**src/rtl/pal_raster.sv**
```systemverilog
module pal_raster #(
  parameter int H_TOTAL    = 1024,
  parameter int HS_LEN     = 75,
  parameter int PIX_START  = 264,
  parameter int PIX_LEN    = 640,
  parameter int SLOT       = 8,
  parameter int V_TOTAL    = 312,
  parameter int VS_LEN     = 3,
  parameter int DISP_START = 38,
  parameter int DISP_LINES = 256
) (
  input  logic                          clk,
  input  logic                          rst_n,
  input  logic                          ext_sync,
  input  logic [7:0]                    blank_cfg,
  output logic                          hs_n,
  output logic                          csync_n,
  output logic                          de,
  output logic                          fetch,
  output logic [$clog2(PIX_LEN)-1:0]    col,
  output logic [$clog2(DISP_LINES)-1:0] line
);
  localparam int HW = $clog2(H_TOTAL);
  localparam int VW = $clog2(V_TOTAL);
  localparam int CW = $clog2(PIX_LEN);
  localparam int LW = $clog2(DISP_LINES);

  logic [HW-1:0] h;
  logic [VW-1:0] v;
  logic [3:0]    top_q, bot_q;
  logic          vis, in_pix, in_fetch;

  wire h_end = (h == HW'(H_TOTAL - 1));
  wire v_end = (v == VW'(V_TOTAL - 1));

  always_ff @(posedge clk) begin
    if (!rst_n) begin
      h <= '0;
      v <= '0;
      top_q <= '0;
      bot_q <= '0;
    end else if (ext_sync) begin
      h <= '0;
      v <= '0;
      top_q <= blank_cfg[7:4];
      bot_q <= blank_cfg[3:0];
    end else begin
      h <= h_end ? '0 : h + 1'b1;
      if (h_end) begin
        v <= v_end ? '0 : v + 1'b1;
        if (v_end) begin
          top_q <= blank_cfg[7:4];
          bot_q <= blank_cfg[3:0];
        end
      end
    end
  end

  always_comb begin
    vis      = (int'(v) >= DISP_START + int'(top_q)) &&
               (int'(v) <  DISP_START + DISP_LINES - int'(bot_q));
    in_pix   = (int'(h) >= PIX_START) && (int'(h) < PIX_START + PIX_LEN);
    in_fetch = (int'(h) >= PIX_START - SLOT) && (int'(h) < PIX_START + PIX_LEN - SLOT);
  end

  assign hs_n    = !(int'(h) < HS_LEN);
  assign csync_n = hs_n && !(int'(v) < VS_LEN);
  assign de      = vis && in_pix;
  assign fetch   = vis && in_fetch;
  assign col     = de ? CW'(int'(h) - PIX_START) : '0;
  assign line    = de ? LW'(int'(v) - DISP_START) : '0;

  a_r1_h_wrap: assert property (@(posedge clk) disable iff (!rst_n)
    (h_end && !ext_sync) |=> (h == '0));
  a_r2_v_hold: assert property (@(posedge clk) disable iff (!rst_n)
    (!h_end && !ext_sync) |=> $stable(v));
  a_r4_hs_in_csync: assert property (@(posedge clk) disable iff (!rst_n)
    !hs_n |-> !csync_n);
  a_r5_col_start: assert property (@(posedge clk) disable iff (!rst_n)
    $rose(de) |-> (col == '0));
  a_r7_fetch_leads: assert property (@(posedge clk) disable iff (!rst_n)
    $rose(de) |-> $past(fetch));
  a_r9_blank_hold: assert property (@(posedge clk) disable iff (!rst_n)
    (!ext_sync && !(h_end && v_end)) |=> ($stable(top_q) && $stable(bot_q)));
  a_r10_genlock: assert property (@(posedge clk) disable iff (!rst_n)
    ext_sync |=> (h == '0 && v == '0 && !csync_n));
endmodule

```
**config.mk**
```make
export PLATFORM = sky130hd
export DESIGN_NAME = pal_raster
export DESIGN_NICKNAME = d
export VERILOG_FILES = /design/src/rtl/pal_raster.sv
export SDC_FILE = /design/constraint.sdc
export NUM_CORES = 1
export LEC_CHECK = 0
export BUFFER_PORTS_ARGS = -buffer_cell sky130_fd_sc_hd__clkbuf_2
export CORE_MARGIN = 4
export CORE_UTILIZATION = 40
export DETAILED_ROUTE_END_ITERATION = 10
export HOLD_SLACK_MARGIN = 0.03
export PLACE_DENSITY = 0.67
export REMOVE_ABC_BUFFERS = 1
export SYNTH_ARGS = -nofsm -noshare
export SYNTH_HDL_FRONTEND = slang
export SYNTH_SLANG_ARGS = --single-unit
export TNS_END_PERCENT = 5
```
**constraint.sdc**
```tcl
create_clock -name clk -period 2.9 [get_ports clk]
set_input_delay 0 -clock clk [delete_from_list [all_inputs] [get_ports clk]]
set_output_delay 0 -clock clk [all_outputs]
set_load 0.05 [all_outputs]
```
==> run_results.csv <==
group,metric,value,unit
detailed_routing,wirelength,4290,um
grt,grt_usage,14.0,%
grt,grt_pass1_vias,1500,
critical_path,slowest_delay,350,ps
clock_tree,h-tree-depth,1,
timing,hold_violations,0,
logic_synthesis,ys_warn_count,0,
logic_synthesis,synthesis.area,0.00197,mm^2
clock_tree,cts_made_buffers,3,
grt,grt_use_met3,1.49,%
detailed_routing,drc_errors,0,
finish,mostFrequentLayoutCells,"nor2_1 (25), dfxtp_1 (25), ha_1 (19), buf_4 (19), nor3_2 (16)",
logic_synthesis,synthSimpleGateAreaFrac,26.1,%
timing,fin_crit_sh,95.4,%
grt,top_usage_layer,"met2",
grt,use_met2,22.4,%
logic_synthesis,synth_top_area_cell,"dfxtp_1",
logic_synthesis,synthAdderAreaFrac,12.7,%
floorplanning,die-area,0.00612,mm^2
clock_tree,cts_sinks,27,
detailed_routing,firstDrtPassIters,4,
critical_path,endpoint_kind,"output port",
logic_synthesis,netlist.area_leader.share,27.4,%
timing,final.min_clock_period,2770,ps
power,p_per_area,274,mW/mm^2
critical_path,critPathArrivalTime,2770,ps
floorplanning,die_h,78.3,um
critical_path,path_max_fanout,20,
logic_synthesis,synth_top_family_by_area,"simple AND/OR/NAND/NOR gates",
critical_path,crit_chain,"ha_2, a21oi_2, ha_1, a21o_1, a2111oi_2, o21ai_1, a211o_1, buf_12, nor3_1, buf_4",
detailed_routing,routedWlPerCell,13.0,um
hold_path,hold_start,"rst_n",
floorplanning,die_w,78.3,um
power,finalPower,661,uW
floorplanning,core-area,0.00475,mm^2
critical_path,criticalPathCategory,"flop to output port",
critical_path,crit_path_start,"bot_q[0]$_SDFFE_PN0P_",
logic_synthesis,avgSynthCellArea,8.58,um^2
finish,drive_above_1_share,25.2,%
timing,rsz0062_at_grt,"false",
logic_synthesis,synth_compound_area_share,11.3,%
power,static-leakage-power,0.000967,uW
finish,insertedDiodeCount,0,
logic_synthesis,synthArstFlopShare,0,%
logic_synthesis,ys.flop_type,"dfxtp_1",
critical_path,r2r_end,"bot_q[2]$_SDFFE_PN0P_",
clock_tree,clock-root-buffer,"clkbuf_8",
timing,slew_headroom,34.8,%
placement,io_buffer_count,32,
timing,setup_viol,0,
clock_tree,cts_buffer_depth,2,
logic_synthesis,synth_xor_xnor_area_share,11.5,%
critical_path,cp.required,2900,ps
timing,worstMarginPinSlew,978,ps
detailed_routing,drt_iter0_drc,99,
finish,utilization,50.8,%
detailed_routing,routed_via_density,5.07,
logic_synthesis,synth.area.mux_share,4.06,%
timing,max_freq,362,MHz
detailed_routing,num_vias,1669,
timing,whs,55.9,ps
placement,post_dp_cell_area,0.00216,mm^2
critical_path,r2r_setup_slack,850,ps
run_status,status,"completed",
run,drv_cap,0,
timing,fin_ws,135,ps
placement,place_ws,272,ps
finish,nNetsFinal,294,
clock_tree,tritoncts,"done",
logic_synthesis,yosysUniqueCellTypes,43,
clock_tree,clk-insertion-delay-late,270,ps
floorplanning,rows,25,
logic_synthesis,netlist_instances,230,
placement,place.gp.congestion,0.827,
power,ir_drop,162,uV
hold_path,whs_path_depth,2,
clock_tree,clk_pin_slew,90,ps
timing,finalClockSkew,6.87,ps
critical_path,critical_path.top_delay_family,"compound AO/OA/AOI/OAI gates",
hold_path,hold_end,"bot_q[0]$_SDFFE_PN0P_",
floorplanning,pin_count,33,
grt,met1_usage,19.8,%
floorplanning,floorplan.initialDensity,41.5,%
grt,gr-total-overflow,0,
critical_path,slowest_stage,"a211o_1",
finish,fin_area,0.00241,mm^2
logic_synthesis,yosysSeqAreaShare,27.4,%
critical_path,r2r-start,"h[0]$_SDFF_PP0_",
grt,grt_max_degree,21,
logic_synthesis,ys_ff_latch,27,
critical_path,rr_worst_depth,6,
grt,grt_pass1_wl,7040,um
placement,dp_hpwl,3060,um
detailed_routing,drt.antenna.violating_nets,0,
timing,slew_viol_final,0,
logic_synthesis,synth_area_leaders,"dfxtp_1 (27%), ha_1 (13%), xnor2_1 (6.7%)",
logic_synthesis,synth_edf_count,0,
hold_path,hp-class,"input port to flop",
critical_path,path_buf_inv,2,
finish,syn_to_final_growth,22.3,%
grt,antenna_found_initial,0,
critical_path,critPathLaunchType,"flop",
repair_timing:
item	in CTS	in global routing
pin swaps	1	2
hold buffers	8	0
buffers inserted	0	0
endpoints found under the setup margin	20	20
resized for setup	19	41
hold endpoints to repair	8	0
where the power goes:
part / internal (uW) / switching, uW / total, uW
combinational: 32.2 / 26.4 / 58.5
clock: 98.5 / 116 / 215
sequential: 379 / 8.57 / 387
kinds of logic (layout without fill, tap and decap cells):
group	Yosys count	after routing
simple gates	94	94
buf+inv	27	59
fa+ha+maj	20	20
xor+xnor	26	26
mux	8	8
compound gates	28	28
flops	27	27
state kept, by name (all words and copies together), names as in the netlist:
signal  flops
v           9
h          10
top_q       4
bot_q       4
metrics by stage:
step                      cells  setup TNS (ps)
after floorplan             215           -4360
after global placement      317               0
after detailed placement    317               0
after CTS                   329               0
after global routing        329               0
final                       329               0
layout make-up:
cell class | instances | area (um^2)
fill | 455 | 2340
multi-input combinational | 176 | 1380
sequential | 27 | 543
timing repair buffer | 43 | 323
tap | 67 | 83.8
clock buffer | 4 | 45.0
inverter | 12 | 45.0
per-layer routing:
metal	vias to the layer above	share of wire (%)
met5	-	0
met4	0	1.2
met3	4	3.2
met2	29	46
met1	777	49
li1	859	-
synth_stat cells, types with 3 or more instances:
| master | instances |
|---|---|
| dfxtp_1 | 27 |
| nor2_1 | 25 |
| ha_1 | 20 |
| nor3_1 | 20 |
| xnor2_1 | 15 |
| inv_1 | 12 |
| xor2_1 | 11 |
| nor2b_1 | 9 |
| a21oi_1 | 8 |
| mux2i_1 | 8 |
| nand2_1 | 8 |
| nand2b_1 | 6 |
| clkbuf_1 | 5 |
| nand3_1 | 5 |
| nand4_1 | 5 |
| buf_2 | 4 |
| buf_4 | 4 |
| o21ai_0 | 4 |
| nor3_2 | 3 |
worst reg2reg max path, cell delays in order (launching register included):
cell	delay, ps
dfxtp_1	450
ha_1	270
nand4_1	160
nor3_2	550
a21oi_4	230
mux2i_1	210
nor2b_1	70
worst max-delay path by stage:
stage / end / slack (ps) / cells after the start
5_1_grt: line[6] / 8 / 10
4_1_cts: line[7] / 20 / 10
3_3_place_gp: line[0] / 300 / 10
6_report: line[5] / 130 / 10
3_5_place_dp: line[0] / 270 / 10
2_1_floorplan: col[5] / -280 / 8
(Power assumes the default switching activity.)
